<file path="config.mk">
export PLATFORM = sky130hd
export DESIGN_NAME = spe_cell_extract
export DESIGN_NICKNAME = d
export VERILOG_FILES = /design/src/rtl/cellx_pkg.sv /design/src/rtl/cellx_tracker.sv /design/src/rtl/cellx_checker.sv /design/src/rtl/spe_cell_extract.sv
export SDC_FILE = /design/constraint.sdc
export NUM_CORES = 1
export LEC_CHECK = 0
export BUFFER_PORTS_ARGS = -buffer_cell sky130_fd_sc_hd__buf_4
export CORE_ASPECT_RATIO = 0.75
export CORE_MARGIN = 4
export CORE_UTILIZATION = 25
export CTS_CLUSTER_DIAMETER = 60
export DETAILED_ROUTE_END_ITERATION = 16
export GPL_ROUTABILITY_DRIVEN = 0
export PLACE_DENSITY = 0.45
export SLEW_MARGIN = 20
export SYNTH_ARGS = -nofsm -noshare
export SYNTH_HDL_FRONTEND = slang
export SYNTH_HIERARCHICAL = 1
export SYNTH_SLANG_ARGS = --single-unit
</file>
<file path="constraint.sdc">
create_clock -name clk -period 8.9 [get_ports clk]
set_clock_uncertainty 0.2 [all_clocks]
set_input_delay 0.89 -clock clk [delete_from_list [all_inputs] [get_ports clk]]
set_output_delay 0.89 -clock clk [all_outputs]
set_load 0.005 [all_outputs]
</file>
<file path="src/rtl/cellx_pkg.sv">
package cellx_pkg;

  localparam int BYTE_W = 8;
  localparam int POS_W  = 7;
  localparam int SEQ_W  = 7;
  localparam int SEL_W  = 2;

  typedef enum logic [1:0] {
    TRK_IDLE = 2'd0,
    TRK_CELL = 2'd1,
    TRK_PAD  = 2'd2
  } trk_state_e;

  // Total cell length on the link, header and parity included.
  function automatic logic [POS_W-1:0] cell_len(input logic [SEL_W-1:0] sel);
    logic [POS_W-1:0] len;
    case (sel)
      2'd0:    len = POS_W'(77);
      2'd1:    len = POS_W'(81);
      2'd2:    len = POS_W'(85);
      default: len = POS_W'(93);
    endcase
    return len;
  endfunction

endpackage

</file>
<file path="src/rtl/cellx_tracker.sv">
module cellx_tracker
  import cellx_pkg::*;
#(
  parameter int PAYLOAD_BYTES = 37584
) (
  input  logic             clk,
  input  logic             rst_n,
  input  logic [SEL_W-1:0] cfg_size,
  input  logic             in_valid,
  input  logic             in_sof,
  input  logic             in_oh,
  output logic             is_hdr,
  output logic             is_pay,
  output logic             is_bip,
  output logic             first_pay,
  output logic             frame_cut
);

  localparam int CPF0  = PAYLOAD_BYTES / 77;
  localparam int CPF1  = PAYLOAD_BYTES / 81;
  localparam int CPF2  = PAYLOAD_BYTES / 85;
  localparam int CPF3  = PAYLOAD_BYTES / 93;
  localparam int CNT_W = $clog2(CPF0 + 1);

  function automatic logic [CNT_W-1:0] cells_per(input logic [SEL_W-1:0] sel);
    logic [CNT_W-1:0] n;
    case (sel)
      2'd0:    n = CNT_W'(CPF0);
      2'd1:    n = CNT_W'(CPF1);
      2'd2:    n = CNT_W'(CPF2);
      default: n = CNT_W'(CPF3);
    endcase
    return n;
  endfunction

  trk_state_e       st_q, st_d, st_e;
  logic [POS_W-1:0] pos_q, pos_d, pos_e;
  logic [CNT_W-1:0] cnt_q, cnt_d, cnt_e;
  logic [SEL_W-1:0] sel_q, sel_e;
  logic [POS_W-1:0] len_e;
  logic             sof_hit, accept, last_cell;

  assign sof_hit = in_valid && in_sof;

  // A frame start overrides the tracked position within the same cycle.
  always_comb begin
    if (sof_hit) begin
      st_e  = TRK_CELL;
      pos_e = '0;
      cnt_e = '0;
      sel_e = cfg_size;
    end else begin
      st_e  = st_q;
      pos_e = pos_q;
      cnt_e = cnt_q;
      sel_e = sel_q;
    end
  end

  assign len_e     = cell_len(sel_e);
  assign accept    = in_valid && !in_oh && (st_e == TRK_CELL);
  assign is_hdr    = accept && (pos_e == '0);
  assign is_bip    = accept && (pos_e == len_e - POS_W'(1));
  assign is_pay    = accept && !is_hdr && !is_bip;
  assign first_pay = is_pay && (pos_e == POS_W'(1));
  assign frame_cut = sof_hit && (st_q == TRK_CELL) && (pos_q != '0);
  assign last_cell = (cnt_e + CNT_W'(1)) == cells_per(sel_e);

  always_comb begin
    st_d  = st_e;
    pos_d = pos_e;
    cnt_d = cnt_e;
    if (is_bip) begin
      pos_d = '0;
      cnt_d = cnt_e + CNT_W'(1);
      if (last_cell) st_d = TRK_PAD;
    end else if (accept) begin
      pos_d = pos_e + POS_W'(1);
    end
  end

  always_ff @(posedge clk or negedge rst_n) begin
    if (!rst_n) begin
      st_q  <= TRK_IDLE;
      pos_q <= '0;
      cnt_q <= '0;
      sel_q <= '0;
    end else if (in_valid) begin
      st_q  <= st_d;
      pos_q <= pos_d;
      cnt_q <= cnt_d;
      sel_q <= sel_e;
    end
  end

  a_r3_pos_bound: assert property (@(posedge clk) disable iff (!rst_n)
    (st_q == TRK_CELL) |-> (pos_q < cell_len(sel_q)));

  a_r7_cnt_bound: assert property (@(posedge clk) disable iff (!rst_n)
    cnt_q <= cells_per(sel_q));

  a_r7_pad_holds: assert property (@(posedge clk) disable iff (!rst_n)
    (st_q == TRK_PAD && !sof_hit) |=> (st_q == TRK_PAD));

  a_r1_idle_holds: assert property (@(posedge clk) disable iff (!rst_n)
    (st_q == TRK_IDLE && !sof_hit) |=> (st_q == TRK_IDLE));

  a_r9_no_move: assert property (@(posedge clk) disable iff (!rst_n)
    !in_valid |=> ($stable(pos_q) && $stable(cnt_q)));

endmodule

</file>
<file path="src/rtl/cellx_checker.sv">
module cellx_checker
  import cellx_pkg::*;
(
  input  logic              clk,
  input  logic              rst_n,
  input  logic              is_hdr,
  input  logic              is_pay,
  input  logic              is_bip,
  input  logic [BYTE_W-1:0] in_byte,
  output logic              hdr_err,
  output logic              bip_bad
);

  logic              seen_q, seen_d;
  logic [SEQ_W-1:0]  seq_q, seq_d;
  logic              herr_q, herr_d;
  logic [BYTE_W-1:0] acc_q, acc_d;
  logic              hdr_fault;

  assign hdr_fault = !in_byte[BYTE_W-1] ||
                     (seen_q && (in_byte[SEQ_W-1:0] != seq_q + SEQ_W'(1)));

  always_comb begin
    seen_d = seen_q;
    seq_d  = seq_q;
    herr_d = herr_q;
    acc_d  = acc_q;
    if (is_hdr) begin
      seen_d = 1'b1;
      seq_d  = in_byte[SEQ_W-1:0];
      herr_d = hdr_fault;
      acc_d  = '0;
    end else if (is_pay) begin
      acc_d  = acc_q ^ in_byte;
    end
  end

  always_ff @(posedge clk or negedge rst_n) begin
    if (!rst_n) begin
      seen_q <= 1'b0;
      seq_q  <= '0;
      herr_q <= 1'b0;
      acc_q  <= '0;
    end else if (is_hdr || is_pay) begin
      seen_q <= seen_d;
      seq_q  <= seq_d;
      herr_q <= herr_d;
      acc_q  <= acc_d;
    end
  end

  assign hdr_err = herr_q;
  assign bip_bad = is_bip && (acc_q != in_byte);

  a_r6_invalid_flag: assert property (@(posedge clk) disable iff (!rst_n)
    (is_hdr && !in_byte[BYTE_W-1]) |=> herr_q);

  a_r5_acc_cleared: assert property (@(posedge clk) disable iff (!rst_n)
    is_hdr |=> (acc_q == '0));

endmodule

</file>
<file path="src/rtl/spe_cell_extract.sv">
module spe_cell_extract
  import cellx_pkg::*;
#(
  parameter int PAYLOAD_BYTES = 37584
) (
  input  logic              clk,
  input  logic              rst_n,
  input  logic [SEL_W-1:0]  cfg_size,
  input  logic              in_valid,
  input  logic              in_sof,
  input  logic              in_oh,
  input  logic [BYTE_W-1:0] in_byte,
  output logic              out_valid,
  output logic [BYTE_W-1:0] out_data,
  output logic              out_sop,
  output logic              out_eop,
  output logic              out_bip_err,
  output logic              out_hdr_err
);

  logic is_hdr, is_pay, is_bip, first_pay, frame_cut;
  logic hdr_err, bip_bad;

  cellx_tracker #(.PAYLOAD_BYTES(PAYLOAD_BYTES)) u_trk (
    .clk       (clk),
    .rst_n     (rst_n),
    .cfg_size  (cfg_size),
    .in_valid  (in_valid),
    .in_sof    (in_sof),
    .in_oh     (in_oh),
    .is_hdr    (is_hdr),
    .is_pay    (is_pay),
    .is_bip    (is_bip),
    .first_pay (first_pay),
    .frame_cut (frame_cut)
  );

  cellx_checker u_chk (
    .clk     (clk),
    .rst_n   (rst_n),
    .is_hdr  (is_hdr),
    .is_pay  (is_pay),
    .is_bip  (is_bip),
    .in_byte (in_byte),
    .hdr_err (hdr_err),
    .bip_bad (bip_bad)
  );

  // One-byte hold stage so the final payload byte leaves with its verdict.
  logic              held_vld_q, held_vld_d;
  logic [BYTE_W-1:0] held_q, held_d;
  logic              held_sop_q, held_sop_d;
  logic              emit_mid, emit_end, emit_cut, emit_any;
  logic              ov_d, osop_d, oeop_d, obip_d, ohdr_d;

  assign emit_mid = is_pay && held_vld_q;
  assign emit_end = is_bip && held_vld_q;
  assign emit_cut = frame_cut && held_vld_q;
  assign emit_any = emit_mid || emit_end || emit_cut;

  always_comb begin
    held_vld_d = held_vld_q;
    held_d     = held_q;
    held_sop_d = held_sop_q;
    if (is_pay) begin
      held_vld_d = 1'b1;
      held_d     = in_byte;
      held_sop_d = first_pay;
    end else if (is_bip || (in_valid && in_sof)) begin
      held_vld_d = 1'b0;
    end
    ov_d   = emit_any;
    osop_d = held_sop_q;
    oeop_d = emit_end || emit_cut;
    obip_d = emit_end ? bip_bad : emit_cut;
    ohdr_d = (emit_end || emit_cut) && hdr_err;
  end

  always_ff @(posedge clk or negedge rst_n) begin
    if (!rst_n) begin
      held_vld_q <= 1'b0;
      held_q     <= '0;
      held_sop_q <= 1'b0;
    end else if (in_valid) begin
      held_vld_q <= held_vld_d;
      held_q     <= held_d;
      held_sop_q <= held_sop_d;
    end
  end

  always_ff @(posedge clk or negedge rst_n) begin
    if (!rst_n) begin
      out_valid   <= 1'b0;
      out_data    <= '0;
      out_sop     <= 1'b0;
      out_eop     <= 1'b0;
      out_bip_err <= 1'b0;
      out_hdr_err <= 1'b0;
    end else begin
      out_valid   <= ov_d;
      out_sop     <= ov_d && osop_d;
      out_eop     <= oeop_d;
      out_bip_err <= obip_d;
      out_hdr_err <= ohdr_d;
      if (ov_d) out_data <= held_q;
    end
  end

  // Cell framing tracker for the output checks below.
  logic mid_q;
  always_ff @(posedge clk or negedge rst_n) begin
    if (!rst_n)         mid_q <= 1'b0;
    else if (out_valid) mid_q <= !out_eop;
  end

  a_r10_flags_at_end: assert property (@(posedge clk) disable iff (!rst_n)
    (out_bip_err || out_hdr_err) |-> (out_valid && out_eop));

  a_r10_sop_opens: assert property (@(posedge clk) disable iff (!rst_n)
    (out_valid && out_sop) |-> !mid_q);

  a_r10_body_inside: assert property (@(posedge clk) disable iff (!rst_n)
    (out_valid && !out_sop) |-> mid_q);

  a_r9_idle_quiet: assert property (@(posedge clk) disable iff (!rst_n)
    !in_valid |=> !out_valid);

  a_r8_cut_closes: assert property (@(posedge clk) disable iff (!rst_n)
    (in_valid && in_sof && held_vld_q) |=> (out_valid && out_eop && out_bip_err));

endmodule

</file>
==> metrics.md, run 1 <==
| Metric | Value |
|---|---|
| Largest stage delay on the critical path | 0.79 ns |
| Avg Cell Area, Syn | 10.60 µm² |
| Deepest clock path buffer count | 2 |
| Number of library cell types mapped by synthesis | 49 |
| Switching Share | 0.2837 |
| Post-DP HPWL | 5168 µm |
| Initial antenna violation count | 0 |
| Actual slew at the worst max-slew pin | 0.9301 ns |
| Peak clock frequency supported by timing | 213.9 MHz |
| Top layer in use | met4 |
| Pwr dens | 270.0 mW/mm² |
| Non-filler instance count after layout | 509 |
| Post-DR wirelength/cell | 14.50 µm |
| Dominant cell type by area after synthesis | sky130_fd_sc_hd__dfrtp_1 |
| CTS buffer count | 9 |
| Hold buffer count at cts | 0 |
| Main flop type after synthesis | sky130_fd_sc_hd__dfrtp_1 |
| Layout Area Growth over Synthesis | 22.20% |
| Number of cell rows | 35 |
| Maximum number of pins on one net before global-route repair | 61 |
| FF+latch count, synth | 60 |
| Worst r2r path cells | 12 |
| Effective utilization at floorplan | 0.2614 |
| Ratio of cells with drive above 1 in the final layout | 0.2187 |
| Syn Inst Count | 309 |
| Area of the die | 0.01501 mm² |
| Quantity of gates resized following cts | 0 |
| Fin crit share | 0.5253 |
| Buffers plus inverters on the worst setup path | 3 |
| Number of top-level pins | 28 |
| Power share of the clock group | 0.376 |
| Fraction of power consumed by sequential logic | 0.382 |
| Run status | finished, final reports clean |
| Nets in the synthesized netlist | 333 |
| Wire length of the first global-routing pass | 12160 µm |
| Post-CTS Setup Repair Bufs | 0 |
| Antenna diodes | 0 |
| Height of the chip | 107.1 µm |
| Number of fill cells in the layout | 1330 |
| Post-route antenna net violation count | 0 |
| Buffer cell driving the clock tree root | sky130_fd_sc_hd__clkbuf_16 |
| H-tree levels | 3 |
| Gate power share | 0.242 |
| Core Footprint | 0.01252 mm² |
| Net total in the final layout | 362 |
| Number of vias in the routed layout | 2299 |
| Psw | 0.3065 mW |
| Buffers added on ports | 27 |
| Overall routed net length | 7382 µm |
| Utilization of the core after routing | 0.3195 |
| Cell occurring most often along the worst timing path | sky130_fd_sc_hd__nand2_1 |
| Violation count after the first detailed-routing iteration | 162 |
| Global-route usage over all layers | 0.1015 |
| Largest voltage drop on the vdd net | 0.09277 mV |
| FFs w/ async S/R, synth | 1.000 |
| Post-synth EDFFs | 0 |
| Highest-count cells in the layout ignoring fill and taps | 60 x sky130_fd_sc_hd__dfrtp_1, 39 x sky130_fd_sc_hd__nand2_1, 28 x sky130_fd_sc_hd__buf_4, 27 x sky130_fd_sc_hd__mux2_2, 25 x sky130_fd_sc_hd__xor2_1 |
| Type of element capturing the critical path | register |
| Worst path arrival time | 4.68 ns |
| Grt ovf | 0 |
| Internal power of the cells | 0.7740 mW |
| Endpoints failing setup | 0 |
| Startpoint types | primary input |
| Clock tree from TritonCTS | yes |
| Met2 wire length | 3078 µm |
| Levels on crit path | 14 |
| Unrepaired setup endpoints after global routing | false |
| Critical Path Slowest Stage Cell | sky130_fd_sc_hd__nor4b_4 |
| Cell breakdown of the critical path | buf_4 -> and2_1 -> nand2_1 -> nand2_1 -> inv_1 -> ha_1 -> xor2_1 -> nand2_1 -> nor4b_4 -> nor2b_1 -> a21boi_0 -> buf_4 -> o31ai_4 -> mux2_2 |
| Number of instances on the worst hold path | 1 |
| Path class of the lowest-slack min-delay path | register to register |
| Final Critical Period | 4.675 ns |
| Worst-path fanout max | 19 |
| Fin. Hold Viols | 0 |
| Netlist Area Pre-Place | 0.003274 mm² |
| Overall power consumption | 1.081 mW |
| Seq/Total Area, Yosys | 0.4585 |
| Die width | 140.2 µm |
| Inst Count DP | 493 |
| Critical Path RT | 8.91 ns |
| Vias in the first global route | 2291 |
| Post-CTS clock slew at the launch and capture registers of the worst setup and hold paths | 0.05 ns |
| Max-Cap Viols | 0 |
| Leakage power total | 1.755 nW |
| Clk sink count | 60 |
| Number of pins exceeding their max-slew limit in the final report | 0 |
| Worst relative slew slack | 0.3773 |
| TNS Setup | 0 ns |
| Synth warnings | 6 |
| Mean number of vias per cell | 4.517 |
| Met3 wire len | 223 µm |
| Top cell type's share of synthesized area | 0.4585 |
| Routed length on met1 | 4001 µm |
| Top cells by area, synth | sky130_fd_sc_hd__dfrtp_1 46%, sky130_fd_sc_hd__mux2_2 9.3%, sky130_fd_sc_hd__xor2_1 6.7% |
| Drt first pass iters | 4 |
| CP top delay family | simple AND/OR/NAND/NOR gates |
| Clock Latency Late Sink | 0.33 ns |
| Path type of the worst setup path | primary input to register |
| Residual DRC count | 0 |
| Commonest non-fill, non-tap cell in the layout | sky130_fd_sc_hd__dfrtp_1 |
## cell families after synthesis
kind of cell | after synthesis | synth area share
AOI/OAI and AO/OA | 37 | 0.09018
xor gates and xnor gates | 46 | 0.1230
adders and majority gates | 9 | 0.03439
buffers and inverters | 20 | 0.02407
DFF | 60 | 0.4585
muxes | 30 | 0.1024
and+or+nand+nor | 107 | 0.1674
## registers in the layout, indices dropped and copies added, names as in the netlist
| signal | flops |
|---|---|
| u_trk/cnt_q | 9 |
| held_q | 8 |
| out_data | 8 |
| u_chk/acc_q | 8 |
| u_chk/seq_q | 7 |
| u_trk/pos_q | 7 |
| u_trk/sel_q | 2 |
| u_trk/st_q | 2 |
| held_sop_q | 1 |
| held_vld_q | 1 |
| out_bip_err | 1 |
| out_eop | 1 |
| out_hdr_err | 1 |
| out_sop | 1 |
| out_valid | 1 |
| u_chk/hdr_err | 1 |
| u_chk/seen_q | 1 |
## metal layers
metal,vias up,global-route usage
met5,-,0
met4,0,0.03873
met3,7,0.02363
met2,38,0.1400
met1,1121,0.1516
li1,1133,-
## through the flow
stage / setup WS, ns / hold slack [ns] / area [µm²]
after floorplan: 4.564 / 0.2294 / 3274
after global placement: 4.014 / 0.2551 / 3651
after detailed placement: 3.833 / 0.2514 / 3651
after CTS: 4.184 / 0.2683 / 4001
after global routing: 3.845 / 0.2845 / 4001
final: 4.225 / 0.2663 / 4001
## worst reg2reg max path, delay by kind of cell, from the launching register on
kind                       cells  cell delay, ns
adders and majority gates      1            0.23
buffers and inverters          2            0.30
DFF                            1            0.42
muxes                          1            0.40
xor gates and xnor gates       1            0.20
and+or+nand+nor                5            1.34
AOI/OAI and AO/OA              2            0.70
## final cells by class
class	instances	area (µm²)	area share
clock inverters	6	111.4	0.02783
flip-flops and latches	60	1501	0.3752
clock buffers	10	239.0	0.05972
repair buffers	28	210.2	0.05253
multi-input cells	229	1694	0.4234
well taps	166	207.7	0.05191
inverters	10	37.54	0.009381
## worst paths after layout
kind / startpoint / to / slack (ns)
worst max-delay path: in_valid / out_data[0]$_DFFE_PN0P_ / 4.22
worst min-delay path: u_chk/seen_q$_DFFE_PN0P_ / u_chk/seen_q$_DFFE_PN0P_ / 0.27
worst max register to register: u_trk/sel_q[0]$_DFFE_PN0P_ / out_data[0]$_DFFE_PN0P_ / 5.00
worst min register to register: u_chk/seen_q$_DFFE_PN0P_ / u_chk/seen_q$_DFFE_PN0P_ / 0.27
max in group asynchronous: rst_n / u_trk/st_q[0]$_DFFE_PN0P_ / 7.55
min in group asynchronous: rst_n / held_q[2]$_DFFE_PN0P_ / 0.44
## synth_stat cells, types with 2 or more instances
cell type,number
sky130_fd_sc_hd__nand4bb_1,2
sky130_fd_sc_hd__nor4_1,4
sky130_fd_sc_hd__nand3_1,7
sky130_fd_sc_hd__inv_1,10
sky130_fd_sc_hd__o22ai_1,3
sky130_fd_sc_hd__nand2_1,39
sky130_fd_sc_hd__o21ai_0,5
sky130_fd_sc_hd__clkbuf_1,7
sky130_fd_sc_hd__nand3b_1,3
sky130_fd_sc_hd__and2_1,6
sky130_fd_sc_hd__and4_1,2
sky130_fd_sc_hd__a21o_1,2
sky130_fd_sc_hd__dfrtp_1,60
sky130_fd_sc_hd__mux2i_1,2
sky130_fd_sc_hd__a21boi_0,2
sky130_fd_sc_hd__nand2b_1,2
sky130_fd_sc_hd__buf_2,3
sky130_fd_sc_hd__o211ai_1,2
sky130_fd_sc_hd__nor2_1,19
sky130_fd_sc_hd__xor2_1,25
sky130_fd_sc_hd__a21oi_1,2
sky130_fd_sc_hd__a22o_1,3
sky130_fd_sc_hd__mux2_2,27
sky130_fd_sc_hd__ha_1,9
sky130_fd_sc_hd__a31o_1,2
sky130_fd_sc_hd__nor3_1,9
sky130_fd_sc_hd__nor2b_1,3
sky130_fd_sc_hd__a31oi_1,4
sky130_fd_sc_hd__and3_1,4
sky130_fd_sc_hd__a32o_1,2
sky130_fd_sc_hd__xnor2_1,21
## power by group through the flow
stage          Sequential, mW  Clock (mW)  Combinational [mW]
2_1_floorplan           0.404           0               0.186
3_3_place_gp            0.417           0               0.260
3_5_place_dp            0.417           0               0.265
4_1_cts                 0.413       0.419               0.267
5_1_grt                 0.424       0.428               0.293
6_report                0.413       0.406               0.262
Power figures use the tool's default switching activity.
==> run 2: changes to the inputs <==
--- a/config.mk
+++ b/config.mk
@@ -12,7 +12,7 @@
 export CTS_CLUSTER_DIAMETER = 60
 export DETAILED_ROUTE_END_ITERATION = 16
 export GPL_ROUTABILITY_DRIVEN = 0
-export PLACE_DENSITY = 0.45
+export PLACE_DENSITY = 0.46
 export SLEW_MARGIN = 20
 export SYNTH_ARGS = -nofsm -noshare
 export SYNTH_HDL_FRONTEND = slang
==> constraint.sdc (replaced) <==
create_clock -name clk -period 4 [get_ports clk]
set_clock_uncertainty 0.2 [all_clocks]
set_input_delay 0.4 -clock clk [delete_from_list [all_inputs] [get_ports clk]]
set_output_delay 0.4 -clock clk [all_outputs]
set_load 0.005 [all_outputs]
==> metrics.md, run 2 (synthesis results as in run 1) <==
| Metric | Value |
|---|---|
| Run status | finished, final reports clean |
| Critical Path Slowest Stage Cell | sky130_fd_sc_hd__a21boi_0 |
| Global-route usage over all layers | 0.1045 (+0.002974) |
| Post-route antenna net violation count | 0 (unchanged) |
| Inst Count DP | 498 (+1.0%) |
| Largest Register | u_trk/cnt_q |
| Number of instances on the worst hold path | 3 (+2) |
| Number of top-level pins | 28 (unchanged) |
| Fraction of power consumed by sequential logic | 0.416 (+0.034) |
| Post-DP HPWL | 5274 µm (+2.0%) |
| Startpoint types | primary input |
| Actual slew at the worst max-slew pin | 0.8178 ns (-0.1123 ns) |
| Layout Area Growth over Synthesis | 21.40% |
| Initial antenna violation count | 0 (unchanged) |
| TNS Setup | 0 ns (unchanged) |
| Buffer cell driving the clock tree root | sky130_fd_sc_hd__clkbuf_16 |
| Post-CTS Setup Repair Bufs | 0 (unchanged) |
| Path type of the worst setup path | primary input to register |
| Residual DRC count | 0 (unchanged) |
| Hold buffer count at cts | 1 (+1) |
| Cell breakdown of the critical path | buf_4 -> and2_1 -> nand2_1 -> nand2_1 -> inv_1 -> ha_1 -> xor2_1 -> nand2_1 -> nor4b_4 -> nor2b_1 -> a21boi_0 -> nand2_1 -> mux2_2 |
| Fin. Hold Viols | 0 (unchanged) |
| CP top delay family | simple AND/OR/NAND/NOR gates |
| Die width | 140.2 µm (unchanged) |
| Worst-path fanout max | 19 (unchanged) |
| Psw | 0.7001 mW (+130%) |
| Buffers added on ports | 27 (unchanged) |
| Max-Cap Viols | 0 (unchanged) |
| Post-DR wirelength/cell | 14.47 µm (-0.24%) |
| Number of fill cells in the layout | 1300 (-2.3%) |
| Area of the die | 0.01501 mm² (unchanged) |
| Maximum number of pins on one net before global-route repair | 61 (unchanged) |
| Leakage power total | 1.748 nW (-0.45%) |
| Clock Latency Late Sink | 0.32 ns (about the same) |
| Switching Share | 0.3151 (+0.03146) |
| Net total in the final layout | 368 (+1.7%) |
| Vias in the first global route | 2332 (+1.8%) |
| Power share of the clock group | 0.321 (-0.055) |
| Largest stage delay on the critical path | 0.49 ns (-0.30 ns) |
| Number of vias in the routed layout | 2321 (+0.96%) |
| Effective utilization at floorplan | 0.2614 (unchanged) |
| Endpoints failing setup | 0 (unchanged) |
| Peak clock frequency supported by timing | 317.2 MHz |
| Height of the chip | 107.1 µm (unchanged) |
| CTS buffer count | 9 (unchanged) |
| Gate power share | 0.263 (+0.021) |
| Largest voltage drop on the vdd net | 0.2331 mV (+150%) |
| Unrepaired setup endpoints after global routing | false |
| Antenna diodes | 0 (unchanged) |
| Final Critical Period | 3.152 ns |
| Overall routed net length | 7451 µm (+0.93%) |
| Commonest non-fill, non-tap cell in the layout | sky130_fd_sc_hd__dfrtp_1 |
| Pwr dens | 558.9 mW/mm² (+110%) |
| Quantity of gates resized following cts | 0 (unchanged) |
| Worst flop-to-flop path endpoint | held_q[4]$_DFFE_PN0P_ |
| Number of cell rows | 35 (unchanged) |
| Buffers plus inverters on the worst setup path | 2 (-1) |
| Violation count after the first detailed-routing iteration | 113 (-30%) |
| Deepest clock path buffer count | 2 (unchanged) |
| Type of element capturing the critical path | register |
| Fin crit share | 0.7880 |
| Worst path arrival time | 3.16 ns (-1.52 ns) |
| Critical Path RT | 4.01 ns (-4.90 ns) |
| Wire length of the first global-routing pass | 12530 µm (+3.0%) |
| R2R Setup Slk | 0.89 ns (-4.11 ns) |
| Worst r2r path cells | 11 (-1) |
| Min Hold Slack | 0.1476 ns (-0.1186 ns) |
| Startpoint of the worst register-to-register path | u_trk/sel_q[0]$_DFFE_PN0P_ |
| Drt first pass iters | 4 (unchanged) |
| Ratio of cells with drive above 1 in the final layout | 0.2292 (+0.01057) |
| Flip-flop count of the largest register after layout | 9 (unchanged) |
| Hold Startpoint | cfg_size[0] |
| Path class of the lowest-slack min-delay path | primary input to register |
| Worst Hold Path EP | u_trk/sel_q[0]$_DFFE_PN0P_ |
| Number of pins exceeding their max-slew limit in the final report | 0 (unchanged) |
| H-tree levels | 3 (unchanged) |
| Highest-count cells in the layout ignoring fill and taps | 60 x sky130_fd_sc_hd__dfrtp_1, 39 x sky130_fd_sc_hd__nand2_1, 33 x sky130_fd_sc_hd__buf_4, 27 x sky130_fd_sc_hd__mux2_2, 25 x sky130_fd_sc_hd__xor2_1 |
| Internal power of the cells | 1.521 mW (+97%) |
| Core Footprint | 0.01252 mm² (unchanged) |
| Non-filler instance count after layout | 515 (+1.2%) |
| Worst relative slew slack | 0.4548 (+0.07749) |
| Post-CTS clock slew at the launch and capture registers of the worst setup and hold paths | 0.06 ns (about the same) |
| Grt ovf | 0 (unchanged) |
| Mean number of vias per cell | 4.507 (-0.22%) |
| Cell occurring most often along the worst timing path | sky130_fd_sc_hd__nand2_1 |
| Clock tree from TritonCTS | yes |
| Clk sink count | 60 (unchanged) |
==> run 2: through the flow <==
stage	total power [mW]	cell area, µm²	utilization	setup slack [ns]
global route	2.368	3975	0.3174	0.5938
finish	2.222	3975	0.3174	0.8478
CTS	2.261	3975	0.3174	0.8283
detailed placement	1.523	3689	0.2945	0.4996
floorplan	1.314	3274	-	0.1538
global placement	1.512	3689	0.2945	0.5517
==> run 2: worst register-to-register path, cell delays in order, from the launching register on <==
cell	delay [ns]
sky130_fd_sc_hd__dfrtp_1	0.41
sky130_fd_sc_hd__nand2_1	0.09
sky130_fd_sc_hd__nand2_1	0.12
sky130_fd_sc_hd__inv_1	0.08
sky130_fd_sc_hd__ha_1	0.25
sky130_fd_sc_hd__xor2_1	0.17
sky130_fd_sc_hd__nand2_1	0.11
sky130_fd_sc_hd__nor4b_4	0.06
sky130_fd_sc_hd__nor2b_1	0.26
sky130_fd_sc_hd__a21boi_0	0.49
sky130_fd_sc_hd__nand2_1	0.39
sky130_fd_sc_hd__mux2_2	0.38
==> run 2: area by class of cell <==
type	count	area, µm²	area share
Clock buffer	9	225.2	0.05666
Clock inverter	7	51.30	0.01291
Inverter	10	37.54	0.009443
Multi-Input combinational cell	229	1694	0.4262
Sequential cell	60	1501	0.3777
Tap cell	166	207.7	0.05225
Timing Repair Buffer	34	257.7	0.06484
==> run 2: metal layers <==
| metal | part of all wire | track usage | up-vias |
|---|---|---|---|
| li1 | - | - | 1144 |
| met1 | 0.53 | 0.1514 | 1141 |
| met2 | 0.43 | 0.1520 | 29 |
| met3 | 0.024 | 0.02586 | 7 |
| met4 | 0.012 | 0.03320 | 0 |
| met5 | 0 | 0 | - |
==> run 2: power groups by stage <==
stage | combinational [mW] | sequential [mW] | clock, mW
floorplan | 0.415 | 0.899 | 0
detailed placement | 0.588 | 0.935 | 0
global route | 0.650 | 0.951 | 0.768
global placement | 0.583 | 0.929 | 0
CTS | 0.595 | 0.925 | 0.742
finish | 0.584 | 0.924 | 0.713
==> run 2: how the worst max path moves through the flow <==
stage / startpoint / end / slack [ns] / cells past startpoint
finish: in_valid / held_q[4]$_DFFE_PN0P_ / 0.85 / 13
global route: in_valid / held_q[5]$_DFFE_PN0P_ / 0.59 / 13
CTS: in_valid / held_q[4]$_DFFE_PN0P_ / 0.83 / 13
detailed placement: in_valid / held_q[4]$_DFFE_PN0P_ / 0.50 / 13
global placement: in_valid / out_data[5]$_DFFE_PN0P_ / 0.55 / 12
floorplan: in_sof / out_data[0]$_DFFE_PN0P_ / 0.15 / 12
==> run 3: changes to the inputs <==
==> constraint.sdc (replaced) <==
create_clock -name clk -period 2.6 [get_ports clk]
set_clock_uncertainty 0.2 [all_clocks]
set_input_delay 0.26 -clock clk [delete_from_list [all_inputs] [get_ports clk]]
set_output_delay 0.26 -clock clk [all_outputs]
set_load 0.005 [all_outputs]
==> metrics.md, run 3 (synthesis results as in run 1) <==
| Metric | Value |
|---|---|
| Switching Share | 0.3023 (-0.01287) |
| Pwr dens | 830.6 mW/mm² (+49%) |
| Violation count after the first detailed-routing iteration | 118 (+4.4%) |
| Height of the chip | 107.1 µm (unchanged) |
| Post-DP HPWL | 5531 µm (+4.9%) |
| Cell breakdown of the critical path | a21o_1 -> ha_4 -> xor2_2 -> nand2_1 -> nor4b_4 -> nor2b_2 -> a21boi_4 -> buf_6 -> nand2_4 -> buf_12 -> buf_16 -> mux2_2 |
| Post-route antenna net violation count | 0 (unchanged) |
| Clock tree from TritonCTS | yes |
| Deepest clock path buffer count | 2 (unchanged) |
| Area of the die | 0.01501 mm² (unchanged) |
| Endpoints failing setup | 22 (+22) |
| H-tree levels | 3 (unchanged) |
| Psw | 1.119 mW (+60%) |
| Largest stage delay on the critical path | 0.39 ns (-0.10 ns) |
| CTS buffer count | 9 (unchanged) |
| Final Critical Period | 2.732 ns |
| Mean number of vias per cell | 4.459 (-1.1%) |
| Total placed instance area | 0.003969 mm² (+7.6%) |
| Peak clock frequency supported by timing | 366.0 MHz |
| GRT met3 Usage | 0.03923 (+0.01337) |
| Min Hold Slack | 0.02653 ns (-0.1211 ns) |
| Flip-flop count of the largest register after layout | 9 (unchanged) |
| Grt ovf | 0 (unchanged) |
| Buffers added on ports | 27 (unchanged) |
| Crit path setup slack, layout | -0.1321 ns (-0.9799 ns) |
| Effective utilization at floorplan | 0.2614 (unchanged) |
| Met2 track demand over resource in global routing | 0.1636 (+0.01161) |
| Leakage power total | 2.026 nW (+16%) |
| Actual slew at the worst max-slew pin | 0.7938 ns (-0.02404 ns) |
| Unrepaired setup endpoints after global routing | true |
| Initial antenna violation count | 0 (unchanged) |
| Type of element capturing the critical path | register |
| Number of top-level pins | 28 (unchanged) |
| Critical Path Slowest Stage Cell | sky130_fd_sc_hd__dfrtp_1 |
| Maximum number of pins on one net before global-route repair | 61 (unchanged) |
| Internal power of the cells | 2.583 mW (+70%) |
| Core Footprint | 0.01252 mm² (unchanged) |
| Largest Register | u_trk/cnt_q |
| Path type of the worst setup path | register to register |
| Non-Filler Cell Area, Final | 0.004457 mm² (+12%) |
| Buffer cell driving the clock tree root | sky130_fd_sc_hd__clkbuf_16 |
| Overall routed net length | 7926 µm (+6.4%) |
| Fraction of power consumed by sequential logic | 0.383 (-0.033) |
| Post-DR wirelength/cell | 14.54 µm (+0.52%) |
| Fin crit share | 1.051 |
| Highest-count cells in the layout ignoring fill and taps | 60 x sky130_fd_sc_hd__dfrtp_1, 55 x sky130_fd_sc_hd__buf_4, 32 x sky130_fd_sc_hd__nand2_1, 23 x sky130_fd_sc_hd__xor2_1, 20 x sky130_fd_sc_hd__xnor2_1 |
| Number of pins exceeding their max-slew limit in the final report | 0 (unchanged) |
| TNS Setup | -1.734 ns (-1.734 ns) |
| Layout Area Growth over Synthesis | 36.11% |
| Residual DRC count | 0 (unchanged) |
| Number of cell rows | 35 (unchanged) |
| Commonest non-fill, non-tap cell in the layout | sky130_fd_sc_hd__dfrtp_1 |
| Violated checks | setup timing |
| Worst relative slew slack | 0.4708 (+0.01603) |
| Global route hottest layer | met2 |
| Drt first pass iters | 5 (+1) |
| Worst path arrival time | 2.75 ns (-0.41 ns) |
| Antenna diodes | 0 (unchanged) |
| Critical Path RT | 2.62 ns (-1.39 ns) |
| Startpoint types | register |
| Non-filler instance count after layout | 545 (+5.8%) |
| Wire length of the first global-routing pass | 13390 µm (+6.8%) |
| Utilization of the core after routing | 0.3558 (+0.03846) |
| Fin. Hold Viols | 0 (unchanged) |
| Gate power share | 0.301 (+0.038) |
| Global-route usage over all layers | 0.1135 (+0.008960) |
| Number of vias in the routed layout | 2430 (+4.7%) |
| Path class of the lowest-slack min-delay path | primary input to register |
| Die width | 140.2 µm (unchanged) |
| Worst-path fanout max | 4 (-15) |
| Ratio of cells with drive above 1 in the final layout | 0.3456 (+0.1164) |
| Vias in the first global route | 2500 (+7.2%) |
| Largest voltage drop on the vdd net | 0.3396 mV (+46%) |
| Inst Count DP | 520 (+4.4%) |
| Max-Cap Viols | 0 (unchanged) |
| Run status | finished with violations |
| Clk sink count | 60 (unchanged) |
| Power share of the clock group | 0.316 (-0.005) |
| Net total in the final layout | 398 (+8.2%) |
| Met1 routing resource usage after global routing | 0.1570 (+0.005533) |
| Post-CTS clock slew at the launch and capture registers of the worst setup and hold paths | 0.05 ns (about the same) |
| Clock Latency Late Sink | 0.33 ns (about the same) |
==> run 3: power by group through the flow <==
stage                     registers, mW  logic, mW  clock network, mW
final                              1.42       1.11               1.17
after global routing               1.46       1.23               1.25
after CTS                          1.42       1.12               1.21
after detailed placement           1.43       1.04                  0
after global placement             1.42       1.02                  0
after floorplan                    1.39      0.707                  0
==> run 3: routing by layer <==
metal | wire length (µm) | vias up
met5 | 0 | -
met4 | 121 | 0
met3 | 341 | 8
met2 | 3424 | 40
met1 | 4038 | 1172
li1 | - | 1210
==> run 3: worst paths after layout <==
check | depth (start not counted) | start | slack (ns) | to
max in group asynchronous | 2 | rst_n | 1.32 | out_data[2]$_DFFE_PN0P_
min in group asynchronous | 2 | rst_n | 0.35 | u_trk/sel_q[0]$_DFFE_PN0P_
setup reg to reg | 12 | u_trk/sel_q[1]$_DFFE_PN0P_ | -0.13 | held_q[4]$_DFFE_PN0P_
setup / recovery | 12 | u_trk/sel_q[1]$_DFFE_PN0P_ | -0.13 | held_q[4]$_DFFE_PN0P_
hold / removal | 2 | in_byte[6] | 0.03 | held_q[6]$_DFFE_PN0P_
hold reg to reg | 1 | u_chk/hdr_err$_DFFE_PN0P_ | 0.27 | out_hdr_err$_DFF_PN0_
==> run 3: layout make-up <==
class,instances,area (µm²)
flip-flops and latches,60,1501
clock inverters,7,66.31
fillers,1255,8068
repair buffers,64,538.0
inverters,10,37.54
clock buffers,9,225.2
multi-input cells,229,1881
well taps,166,207.7
==> run 3: what timing repair did <==
item	4_1_cts	5_1_grt
endpoints found under the setup margin	17	28
hold buffers	1	0
pin swaps	8	5
buffers inserted	7	4
cloned	2	0
hold endpoints to repair	60	0
resized for setup	16	15
==> run 3: through the flow <==
step / power, mW / worst slack (ns)
floorplan: 2.095 / -0.8239
finish: 3.702 / -0.1321
CTS: 3.742 / -0.1809
detailed placement: 2.469 / -0.3545
global placement: 2.444 / -0.2593
global route: 3.933 / -0.2413
==> run 3: critical path: cells and delay by family (launching register included) <==
kind / cells / cell delay [ns]
compound gates: 2 / 0.40
buf+inv: 3 / 0.32
xor+xnor: 1 / 0.14
fa+ha+maj: 1 / 0.29
mux: 1 / 0.32
flops: 1 / 0.39
simple gates: 4 / 0.55
